--- config.mk ---
export PLATFORM = sky130hd
export DESIGN_NAME = sar_conv_seq
export DESIGN_NICKNAME = d
export VERILOG_FILES = /design/src/rtl/sar_seq_pkg.sv /design/src/rtl/sar_start_sync.sv /design/src/rtl/sar_trial_reg.sv /design/src/rtl/sar_sclk_gate.sv /design/src/rtl/sar_conv_seq.sv
export SDC_FILE = /design/constraint.sdc
export NUM_CORES = 1
export LEC_CHECK = 0
export BUFFER_PORTS_ARGS = -buffer_cell sky130_fd_sc_hd__buf_2
export CORE_ASPECT_RATIO = 2
export CORE_UTILIZATION = 54
export CTS_CLUSTER_DIAMETER = 100
export DETAILED_ROUTE_END_ITERATION = 6
export PLACE_DENSITY = 0.86
export RECOVER_POWER = 25
export SYNTH_ARGS = -nofsm -noshare
export SYNTH_HDL_FRONTEND = slang
export SYNTH_SLANG_ARGS = --single-unit
--- constraint.sdc ---
create_clock -name clk -period 1.7 [get_ports clk]
set_input_delay 0.34 -clock clk [delete_from_list [all_inputs] [get_ports clk]]
set_output_delay 0.34 -clock clk [all_outputs]
set_load 0.1 [all_outputs]
--- src/rtl/sar_seq_pkg.sv ---
package sar_seq_pkg;

    typedef enum logic [2:0] {
        SEQ_TRACK   = 3'd0,
        SEQ_TRIAL   = 3'd1,
        SEQ_LATCH   = 3'd2,
        SEQ_RELEASE = 3'd3,
        SEQ_ACQ     = 3'd4
    } seq_state_e;

    typedef struct packed {
        logic hold;
        logic busy;
        logic done;
    } seq_flags_t;

    localparam seq_flags_t FLAGS_IDLE = '{hold: 1'b0, busy: 1'b0, done: 1'b0};

    function automatic logic accepts_start(input seq_state_e s);
        return s == SEQ_TRACK;
    endfunction

endpackage

--- src/rtl/sar_start_sync.sv ---
module sar_start_sync #(
    parameter int unsigned SYNC_STAGES = 2
) (
    input  logic clk,
    input  logic rst,
    input  logic start_async,
    input  logic direct_start,
    output logic start_edge
);
    logic               half_q;
    logic               first_in;
    logic [SYNC_STAGES:0] chain_q;

    // half-cycle window: catches a request that rises while clk is high
    always_ff @(negedge clk) begin
        if (rst) half_q <= 1'b0;
        else     half_q <= start_async;
    end

    assign first_in = direct_start ? start_async : half_q;

    always_ff @(posedge clk) begin
        if (rst) chain_q <= '0;
        else     chain_q <= {chain_q[SYNC_STAGES-1:0], first_in};
    end

    assign start_edge = chain_q[SYNC_STAGES-1] & ~chain_q[SYNC_STAGES];
endmodule

--- src/rtl/sar_trial_reg.sv ---
module sar_trial_reg #(
    parameter int unsigned DATA_W = 14
) (
    input  logic              clk,
    input  logic              rst,
    input  logic              load,
    input  logic              step,
    input  logic              cmp_hi,
    output logic [DATA_W-1:0] code,
    output logic              last_bit
);
    localparam logic [DATA_W-1:0] MSB_ONLY = {1'b1, {(DATA_W-1){1'b0}}};

    logic [DATA_W-1:0] ptr_q;

    always_ff @(posedge clk) begin
        if (rst) begin
            code  <= '0;
            ptr_q <= '0;
        end else if (load) begin
            code  <= MSB_ONLY;
            ptr_q <= MSB_ONLY;
        end else if (step) begin
            code  <= (cmp_hi ? code : (code & ~ptr_q)) | (ptr_q >> 1);
            ptr_q <= ptr_q >> 1;
        end
    end

    assign last_bit = ptr_q[0];
endmodule

--- src/rtl/sar_sclk_gate.sv ---
module sar_sclk_gate (
    input  logic clk,
    input  logic rst,
    input  logic free_run,
    input  logic active,
    output logic sclk
);
    logic en_q;

    // enable changes only while clk is low, so the gated clock has no runt pulse
    always_ff @(negedge clk) begin
        if (rst) en_q <= 1'b0;
        else     en_q <= free_run | active;
    end

    assign sclk = clk & en_q;
endmodule

--- src/rtl/sar_conv_seq.sv ---
module sar_conv_seq
    import sar_seq_pkg::*;
#(
    parameter int unsigned DATA_W      = 14,
    parameter int unsigned SYNC_STAGES = 2,
    parameter int unsigned ACQ_CYCLES  = 4
) (
    input  logic              clk,
    input  logic              rst,
    input  logic              start_req,
    input  logic              cmp_hi,
    input  logic              direct_start,
    input  logic              sclk_free,
    output logic              hold,
    output logic              busy,
    output logic              done,
    output logic [DATA_W-1:0] trial_code,
    output logic [DATA_W-1:0] result,
    output logic              sclk
);
    localparam int unsigned ACQ_W = $clog2(ACQ_CYCLES + 1);
    localparam logic [ACQ_W-1:0] ACQ_LOAD = ACQ_W'(ACQ_CYCLES - 1);

    seq_state_e       state_q;
    seq_flags_t       flags_q;
    logic [ACQ_W-1:0] acq_q;
    logic             start_edge;
    logic             load_trial;
    logic             step_trial;
    logic             last_bit;

    sar_start_sync #(.SYNC_STAGES(SYNC_STAGES)) u_sync (
        .clk          (clk),
        .rst          (rst),
        .start_async  (start_req),
        .direct_start (direct_start),
        .start_edge   (start_edge)
    );

    assign load_trial = accepts_start(state_q) & start_edge;
    assign step_trial = (state_q == SEQ_TRIAL);

    sar_trial_reg #(.DATA_W(DATA_W)) u_trial (
        .clk      (clk),
        .rst      (rst),
        .load     (load_trial),
        .step     (step_trial),
        .cmp_hi   (cmp_hi),
        .code     (trial_code),
        .last_bit (last_bit)
    );

    always_ff @(posedge clk) begin
        if (rst) begin
            state_q <= SEQ_TRACK;
            flags_q <= FLAGS_IDLE;
            acq_q   <= '0;
            result  <= '0;
        end else begin
            flags_q.done <= 1'b0;
            unique case (state_q)
                SEQ_TRACK: begin
                    if (load_trial) begin
                        state_q      <= SEQ_TRIAL;
                        flags_q.hold <= 1'b1;
                        flags_q.busy <= 1'b1;
                    end
                end
                SEQ_TRIAL: begin
                    if (last_bit) state_q <= SEQ_LATCH;
                end
                SEQ_LATCH: begin
                    result       <= trial_code;
                    flags_q.done <= 1'b1;
                    flags_q.busy <= 1'b0;
                    state_q      <= SEQ_RELEASE;
                end
                SEQ_RELEASE: begin
                    flags_q.hold <= 1'b0;
                    acq_q        <= ACQ_LOAD;
                    state_q      <= SEQ_ACQ;
                end
                SEQ_ACQ: begin
                    if (acq_q == '0) state_q <= SEQ_TRACK;
                    else             acq_q   <= acq_q - 1'b1;
                end
                default: state_q <= SEQ_TRACK;
            endcase
        end
    end

    assign hold = flags_q.hold;
    assign busy = flags_q.busy;
    assign done = flags_q.done;

    sar_sclk_gate u_sclk (
        .clk      (clk),
        .rst      (rst),
        .free_run (sclk_free),
        .active   (flags_q.busy),
        .sclk     (sclk)
    );
endmodule

==> reports/results.tsv, run 1 <==
stage	metric	value	unit
outcome	outcome	finished with violations	
outcome	failing checks	negative setup slack	
detailed_routing	metal3 WL	179	µm
logic_synthesis	Post-Syn Area per Cell	8.60	µm²
cells_and_area	fraction of layout cells with a size suffix above 1	22.7	%
logic_synthesis	ys flop type	dfxtp_1	
detailed_routing	Residual DRC	0	
critical_path	CP cell instances	and2_4 > buf_12	
pwr	pwr dens	1010	mW/mm²
logic_synthesis	mux share of post-synthesis cell area	0.485	%
grt	largest net degree at the start of global routing	27	
critical_path	startpoint types	register	
pwr	leakage	0.962	nW
critical_path	Buf/Inv on CP	1	
critical_path	slowest cell on the critical path	dfxtp_2	
logic_synthesis	top-count cell post-synth	nand2_1	
timing	endpoints failing setup	3	
timing	RSZ-0062 raised after global routing	yes	
timing	Fin. Hold Viols	0	
logic_synthesis	XOR/XNOR Fraction of Synth Area	0	%
grt	initial antenna violation count	0	
cells_and_area	multi-input logic area	774	µm²
cts	worst skew pair latency	0.49	ns
timing	hold slack	0.220	ns
critical_path	Setup crit end kind	output pin	
detailed_routing	DRT Wirelength	4.27	mm
cts	Clock Pin Slew Worst Setup and Hold Paths	0.09	ns
timing	Worst slew margin	61.6	%
floorplanning	CORE AREA	0.00365	mm²
cells_and_area	Reg area	0.00113	mm²
detailed_routing	WL met1	1.65	mm
critical_path	arrival time worst endpoint	1.94	ns
critical_path	max incr delay on CP	0.30	ns
grt	GRT Util Overall	22.9	%
detailed_routing	wire length per cell	12.9	µm
logic_synthesis	synthesized area	0.00206	mm²
floorplanning	die area	0.00409	mm²
timing	final setup margin	-0.580	ns
logic_synthesis	Synth Area in Adders	1.21	%
logic_synthesis	Yosys warning count	0	
floorplanning	# IOs	38	
pwr	Total Power	0.00245	W
logic_synthesis	compound-gate portion of the synthesized area	18.1	%
timing	clk_skew	0.0723	ns
cells_and_area	Area growth, synth to finish	18.0	%
logic_synthesis	Synth Area in Simple Gates	18.0	%
critical_path	Crit Path Max Fanout	1	
detailed_routing	highest routing layer actually used	met4	
floorplanning	Die Wd	45.7	µm
timing	Pins Over Slew Limit	0	
detailed_routing	remaining antenna violation count	0	
logic_synthesis	Synth async-reset ratio	0	%
logic_synthesis	top cell type by total area after synthesis	dfxtp_1	
critical_path	family with the most delay on the worst path	flip-flops	
logic_synthesis	synth unique cells	28	
flow_run	max cap viols	0	
critical_path	Critical Path RT	1.36	ns
logic_synthesis	top cell type's share of synthesized area	54.3	%
cells_and_area	n_diodes	0	
logic_synthesis	commonest cells in the synthesized netlist	nand2_1, dfxtp_1, a21oi_1	
floorplanning	Initial Util	56.6	%
logic_synthesis	Post-synth EDFFs	0	
cts	Post-CTS Repair Setup Buffers	0	
cells_and_area	nets	289	
detailed_routing	drt via density	5.24	
cells_and_area	Filler cells	306	
logic_synthesis	sequential fraction of the synthesis area	54.3	%
detailed_routing	met2 wire length	2.33	mm
grt	vias in the first global route	1578	
pwr	Worst VDD drop	1.06	mV
critical_path	CP Class	register to output pin	
timing	Worst Max-Slew Pin Slew	0.576	ns
cts	CTS tree	built	
grt	first-pass GRT wire length	6.65	mm
min_path	HP Class	input pin to register	
logic_synthesis	largest family of logic cells by synthesized area	compound AO/OA/AOI/OAI gates	
place	final RePlAce weighted congestion	0.802	
place	Post-DP HPWL	2.96	mm
detailed_routing	DRT Pass-1 Iters	4	
logic_synthesis	top cells by area, synth	dfxtp_1, a21oi_1, nand2_1	
logic_synthesis	syn_nets	248	
detailed_routing	initial drt markers	27	
grt	grt ovf	0	
place	# port buffers	37	
floorplanning	# rows	31	
detailed_routing	routed vias	1733	
floorplanning	Die Height	89.4	µm
logic_synthesis	Mapped Cells	240	
logic_synthesis	FF+latch count, synth	56	
-- layout by cell type (no fill, tap or decap), drive strengths merged --
cell and n:
mux2i 1, ha 2, nor4b 1, o22ai 1, a32o 1, a31oi 1, a221oi 1, clkbuf 9
nor2 6, or3 1, buf 45, or4b 1, inv 23, a211oi 1, o31ai 1, dfxtp 56
nand3b 1, and2 2, a21oi 47, nor3b 2, or3b 3, a21o 1, nor2b 4, nand2 57
o21ai 14
-- sequential cells by signal (all words and copies together), names as in the netlist, 3 cells and up --
| register | flops |
|---|---|
| result | 14 |
| u_trial.code | 14 |
| u_trial.ptr_q | 14 |
| acq_q | 3 |
| state_q | 3 |
| u_sync.chain_q | 3 |
-- final timing paths --
path / startpoint / end / slack [ns] / cells after the start
max: u_sclk.en_q / sclk / -0.58 / 2
min: start_req / u_sync.chain_q[0] / 0.22 / 3
max reg2reg: acq_q[0] / acq_q[2] / -0.04 / 6
min reg2reg: u_sync.chain_q[0] / u_sync.chain_q[1] / 0.45 / 1
-- logic make-up (layout without fill, tap and decap cells) --
family	Yosys count	in the layout
compound gates	68	68
fa+ha+maj	2	2
buf+inv	35	77
flops	56	56
mux	1	1
simple gates	78	78
-- power breakdown --
| part | internal [W] | switching [W] | leakage [nW] | total, W |
|---|---|---|---|---|
| sequential | 0.00132 | 0.00000748 | 0.453 | 0.00133 |
| clock | 0.000478 | 0.000521 | 0.0908 | 0.000999 |
| combinational | 0.0000354 | 0.0000842 | 0.418 | 0.000120 |
-- worst reg2reg max path: stages (launching register included) --
cell and delay, ns:
dfxtp_1 0.35, inv_1 0.06, ha_1 0.20, ha_1 0.20
nor4b_1 0.39, a31oi_1 0.16, a32o_1 0.29
-- through the flow --
stage / area, µm² / instances / util, % / setup TNS [ns] / worst slack [ns]
2_1_floorplan: 2080 / 240 / - / -0.0886 / -0.0886
3_3_place_gp: 2300 / 319 / 63.1 / -0.299 / -0.299
3_5_place_dp: 2300 / 319 / 63.1 / -0.300 / -0.300
4_1_cts: 2440 / 331 / 66.9 / -0.582 / -0.582
5_1_grt: 2430 / 331 / 66.8 / -0.808 / -0.625
6_report: 2430 / 331 / 66.8 / -0.623 / -0.580
-- what timing repair did --
item / CTS / global route
hold buffers: 0 / 0
gates resized for setup: 4 / 1
setup endpoints to repair: 2 / 2
-- cell type report --
cell class	count	area share, %
Sequential cell	56	46.2
Multi-Input combinational cell	149	31.8
Timing Repair Buffer	44	10.4
Clock buffer	10	5.50
Inverter	19	2.93
Tap cell	49	2.52
Clock inverter	4	0.617
-- metal layers --
layer,vias up,track usage [%]
li1,862,-
met1,809,23.5
met2,51,37.9
met3,11,7.07
met4,0,15.8
met5,-,0
Power figures use the tool's default switching activity.
==> inputs of run 2 (changes only) <==
==> constraint.sdc (replaced) <==
create_clock -name clk -period 1.7 [get_ports clk]
set_input_delay 0.34 -clock clk [delete_from_list [all_inputs] [get_ports clk]]
set_output_delay 0.34 -clock clk [all_outputs]
set_load 0.01 [all_outputs]
==> run 2 against run 1 <==
  * The run still ends with negative setup slack left
  * Power increased by 4.0%
  * Clock power up 13%
  * Clock skew decreased by 0.0024 ns
  * Sequential share of layout area decreased by 0.56 points
  * Register-to-register slack improved by 0.18 ns
  * Final cell count up 0.30%
==> reports/results.tsv, run 2 (synthesized netlist as in run 1, its figures left out) <==
stage	metric	value	unit	change
cells_and_area	top flop regs	result x14, u_trial.code x14, u_trial.ptr_q x14		
grt	grt ovf	0		unchanged
timing	RSZ-0062 raised after global routing	yes		
detailed_routing	DRT Pass-1 Iters	4		unchanged
detailed_routing	initial drt markers	30		+11%
timing	Worst slew margin	74.8	%	+13 points
floorplanning	CORE AREA	0.00365	mm²	unchanged
critical_path	worst setup path start	u_sclk.en_q		
cells_and_area	Reg area	0.00112	mm²	-0.44%
cts	worst skew pair latency	0.48	ns	about the same
place	final RePlAce weighted congestion	0.831		+3.7%
floorplanning	# rows	31		unchanged
pwr	leakage	0.902	nW	-6.2%
grt	initial antenna violation count	0		unchanged
grt	GRT Util Overall	22.8	%	-0.13 points
critical_path	Crit Path Max Fanout	1		unchanged
min_path	Hold Crit Endpoint	u_sync.chain_q[0]		
cells_and_area	Filler cells	319		+4.2%
place	Post-DP HPWL	2.90	mm	-2.1%
critical_path	Setup crit end kind	output pin		
timing	Fin. Hold Viols	0		unchanged
floorplanning	die area	0.00409	mm²	unchanged
cts	Post-CTS Repair Setup Buffers	0		unchanged
grt	vias in the first global route	1621		+2.7%
critical_path	worst reg2reg path endpoint	acq_q[2]		
floorplanning	# IOs	38		unchanged
timing	final setup margin	-0.498	ns	+0.0819 ns
floorplanning	Initial Util	56.6	%	unchanged
min_path	Hold Startpoint	start_req		
critical_path	startpoint types	register		
cts	CTS tree	built		
detailed_routing	routed vias	1714		-1.1%
detailed_routing	DRT Wirelength	4.21	mm	-1.4%
critical_path	Critical Path RT	1.36	ns	about the same
cells_and_area	n_diodes	0		unchanged
critical_path	CP Class	register to output pin		
place	# port buffers	37		unchanged
detailed_routing	drt via density	5.16		-1.4%
detailed_routing	remaining antenna violation count	0		unchanged
flow_run	max cap viols	0		unchanged
pwr	pwr dens	1040	mW/mm²	+3.2%
detailed_routing	Residual DRC	0		unchanged
min_path	WHS Path Cells	3		unchanged
cells_and_area	fraction of layout cells with a size suffix above 1	17.0	%	-5.7 points
cells_and_area	most common cell after layout, fill and taps aside	nand2_1		
detailed_routing	wire length per cell	12.7	µm	-1.7%
grt	first-pass GRT wire length	6.68	mm	+0.42%
cells_and_area	most frequent cells in the layout	nand2_1, dfxtp_1, a21oi_1		
pwr	Worst VDD drop	0.849	mV	-20%
floorplanning	Die Wd	45.7	µm	unchanged
critical_path	R2R setup slack	0.14	ns	+0.18 ns
cells_and_area	Core Util, Final	67.3	%	+0.51 points
cells_and_area	nets	290		+0.35%
critical_path	worst r2r src	acq_q[0]		
pwr	Total Power	0.00255	W	+4.0%
timing	endpoints failing setup	2		-1
outcome	failing checks	negative setup slack		
timing	Pins Over Slew Limit	0		unchanged
cts	Clock Pin Slew Worst Setup and Hold Paths	0.09	ns	about the same
timing	clk_skew	0.0699	ns	-0.00239 ns
timing	hold slack	0.200	ns	-0.0200 ns
critical_path	arrival time worst endpoint	1.86	ns	-0.08 ns
grt	largest net degree at the start of global routing	27		unchanged
critical_path	R2R cell count	6		unchanged
timing	Worst Max-Slew Pin Slew	0.378	ns	-0.198 ns
cells_and_area	Area growth, synth to finish	18.9	%	
cells_and_area	multi-input logic area	781	µm²	+0.81%
min_path	HP Class	input pin to register		
floorplanning	Die Height	89.4	µm	unchanged
outcome	outcome	finished with violations		
run 2: what timing repair did:
action,in CTS,in global routing
resized for setup,0,2
setup endpoints to repair,2,2
hold buffers,0,0
run 2: stage by stage:
stage          instance area (µm²)  setup WS, ns  setup TNS (ns)  std cells
6_report                      2450        -0.498          -0.498        332
5_1_grt                       2450        -0.545          -0.545        332
4_1_cts                       2470        -0.529          -0.529        332
3_5_place_dp                  2300      -0.00709        -0.00709        320
3_3_place_gp                  2300      -0.00246        -0.00246        320
2_1_floorplan                 2070        0.0199               0        240
run 2: layout make-up:
cell class              instances  share of cell area [%]
well taps                      49                    2.50
clock buffers                  10                    5.51
multi-input cells             149                    31.8
flip-flops and latches         56                    45.7
repair buffers                 45                    9.69
inverters                      19                    2.91
clock inverters                 4                    1.89
run 2: critical path, stage by stage (launching register included):
cell and delay (ns):
dfxtp_1 0.29, and2_4 0.13, buf_6 0.11
run 2: worst max-delay path by stage:
stage / endpoint / slack (ns) / cells past startpoint
floorplan: u_sclk.en_q / 0.02 / 3
CTS: sclk / -0.53 / 2
global route: sclk / -0.55 / 2
global placement: sclk / -0.002 / 2
finish: sclk / -0.50 / 2
detailed placement: sclk / -0.007 / 2
run 2: per-layer routing:
metal	track usage, %	wire length, µm	up-vias
li1	-	-	871
met1	23.8	1730	801
met2	40.3	2230	34
met3	5.86	156	8
met4	11.2	87	0
met5	0	0	-
run 2: where the power goes:
group          internal, W  total (W)  switching (W)
registers          0.00132    0.00133     0.00000734
logic            0.0000351  0.0000921      0.0000570
clock network     0.000660    0.00113       0.000465
total              0.00202    0.00255       0.000530
==> inputs of run 3 (changes only) <==
--- a/config.mk
+++ b/config.mk
@@ -10,6 +10,7 @@
 export CORE_UTILIZATION = 54
 export CTS_CLUSTER_DIAMETER = 100
 export DETAILED_ROUTE_END_ITERATION = 6
+export HOLD_SLACK_MARGIN = 0.1
 export PLACE_DENSITY = 0.86
 export RECOVER_POWER = 25
 export SYNTH_ARGS = -nofsm -noshare
==> constraint.sdc (replaced) <==
create_clock -name clk -period 2.2 [get_ports clk]
set_input_delay 0.44 -clock clk [delete_from_list [all_inputs] [get_ports clk]]
set_output_delay 0.44 -clock clk [all_outputs]
set_load 0.01 [all_outputs]
==> run 3 against run 2 <==
  * Highest routed layer unchanged
  * Core utilization is 2.1 points lower
  * Clock-buffer cell count is 1 lower
  * Hold slack better by 0.068 ns
  * Setup slack better by 0.13 ns
  * First-iteration DRC count is 17% higher
  * The run still ends with negative setup slack left
==> reports/results.tsv, run 3 (synthesized netlist as in run 1, its figures left out) <==
stage	metric	value	unit	change
min_path	Hold Startpoint	start_req		
timing	RSZ-0062 raised after global routing	yes		
critical_path	worst r2r src	u_sync.half_q		
min_path	HP Class	input pin to register		
critical_path	startpoint types	register		
grt	vias in the first global route	1441		-11%
detailed_routing	DRT Wirelength	4.12	mm	-2.1%
cts	Post-CTS Repair Setup Buffers	0		unchanged
floorplanning	# rows	31		unchanged
pwr	Comb power frac	3.1	%	-0.5 points
pwr	leakage	0.862	nW	-4.5%
place	# port buffers	37		unchanged
critical_path	R2R cell count	2		-4
timing	endpoints failing setup	2		unchanged
outcome	failing checks	negative setup slack		
cells_and_area	n_diodes	0		unchanged
floorplanning	die area	0.00409	mm²	unchanged
timing	final setup margin	-0.367	ns	+0.131 ns
cts	Clock Pin Slew Worst Setup and Hold Paths	0.10	ns	about the same
pwr	Clk pwr share	42.1	%	-2.1 points
floorplanning	Die Height	89.4	µm	unchanged
timing	Worst Max-Slew Pin Slew	1.23	ns	+0.848 ns
grt	first-pass GRT wire length	6.26	mm	-6.3%
outcome	outcome	finished with violations		
timing	Worst slew margin	18.3	%	-57 points
pwr	pwr dens	792	mW/mm²	-24%
detailed_routing	drt via density	5.15		-0.31%
pwr	Worst VDD drop	0.680	mV	-20%
grt	initial antenna violation count	0		unchanged
cells_and_area	most common cell after layout, fill and taps aside	nand2_1		
detailed_routing	routed vias	1683		-1.8%
pwr	Pint	0.00146	W	-28%
place	Inst Count DP	315		-1.6%
grt	GRT Util Overall	21.9	%	-0.89 points
cells_and_area	fin cells	327		-1.5%
pwr	Flop pwr share	54.7	%	+2.5 points
grt	largest net degree at the start of global routing	29		+7.4%
flow_run	max cap viols	0		unchanged
floorplanning	CORE AREA	0.00365	mm²	unchanged
detailed_routing	initial drt markers	35		+17%
pwr	Sw Pwr	0.000421	W	-21%
cts	CTS tree	built		
critical_path	Setup crit end kind	output pin		
floorplanning	# IOs	38		unchanged
grt	grt ovf	0		unchanged
cts	# hold bufs at CTS	0		unchanged
critical_path	CP Class	register to output pin		
critical_path	Critical Path RT	1.76	ns	+0.40 ns
min_path	WHS Path Cells	3		unchanged
pwr	Total Power	0.00188	W	-26%
timing	hold slack	0.268	ns	+0.0680 ns
floorplanning	Initial Util	56.6	%	unchanged
critical_path	worst setup path start	u_sclk.en_q		
cells_and_area	nets	285		-1.7%
detailed_routing	remaining antenna violation count	0		unchanged
detailed_routing	Residual DRC	0		unchanged
cells_and_area	fraction of layout cells with a size suffix above 1	15.1	%	-1.9 points
detailed_routing	wire length per cell	12.6	µm	-0.62%
pwr	Sw Share	22.3	%	+1.6 points
place	Post-DP HPWL	2.77	mm	-4.5%
cts	worst skew pair latency	0.49	ns	about the same
place	final RePlAce weighted congestion	0.795		-4.3%
cells_and_area	Area growth, synth to finish	15.3	%	
critical_path	arrival time worst endpoint	2.13	ns	+0.27 ns
floorplanning	Die Wd	45.7	µm	unchanged
cells_and_area	most frequent cells in the layout	nand2_1, dfxtp_1, a21oi_1		
detailed_routing	DRT Pass-1 Iters	4		unchanged
cells_and_area	Core Util, Final	65.2	%	-2.1 points
critical_path	Crit Path Max Fanout	1		unchanged
critical_path	R2R setup slack	0.43	ns	+0.29 ns
timing	Fin. Hold Viols	0		unchanged
timing	Pins Over Slew Limit	0		unchanged
timing	clk_skew	0.0746	ns	+0.00469 ns
cells_and_area	top flop regs	result x14, u_trial.code x14, u_trial.ptr_q x14		
[run 3: cell count changes in the layout (fill, tap and decap cells not counted), sizes merged]
cell | before | now
buf | 28 | 21
clkbuf | 27 | 28
inv | 21 | 22
[run 3: worst paths after layout]
kind / end
worst max-delay path: sclk
worst min-delay path: u_sync.chain_q[0]
worst max register to register: u_sync.chain_q[0]
worst min register to register: result[1]
[run 3: critical path, cell delays in order (launching register included)]
cell,delay (ns)
dfxtp_2,0.30
and2_4,0.13
buf_6,0.11
[run 3: layer usage]
| layer | part of all wire, % | vias up | track usage [%] |
|---|---|---|---|
| met2 | 54 | 38 | 36.9 |
| met5 | 0 | - | 0 |
| met1 | 39 | 786 | 23.2 |
| met3 | 4.4 | 7 | 8.69 |
| met4 | 1.8 | 0 | 9.63 |
| li1 | - | 852 | - |
[run 3: cell type report]
class	instances	area, µm²
clock inverter	5	38.8
tap	49	61.3
sequential	56	1120
fill	348	1270
timing repair buffer	40	183
inverter	19	71.3
multi-input combinational	149	781
clock buffer	9	121
[run 3: timing repair]
| item | in CTS | in global routing |
|---|---|---|
| gates resized for setup | 0 | 3 |
| endpoints found under the setup margin | 2 | 2 |
| cloned | 0 | 0 |
[run 3: power groups by stage]
stage,Combinational (W),Sequential [W],Clock (W)
5_1_grt,0.0000652,0.00103,0.000855
3_5_place_dp,0.0000605,0.00105,0.0000205
2_1_floorplan,0.0000493,0.00105,0.0000160
6_report,0.0000591,0.00103,0.000793
3_3_place_gp,0.0000596,0.00105,0.0000205
4_1_cts,0.0000609,0.00103,0.000788
[run 3: through the flow]
step           setup TNS [ns]  area [µm²]  worst slack [ns]
2_1_floorplan               0        2060           0.00427
3_3_place_gp                0        2250             0.148
3_5_place_dp                0        2250             0.143
4_1_cts                -0.380        2400            -0.380
5_1_grt                -0.396        2380            -0.396
6_report               -0.367        2380            -0.367
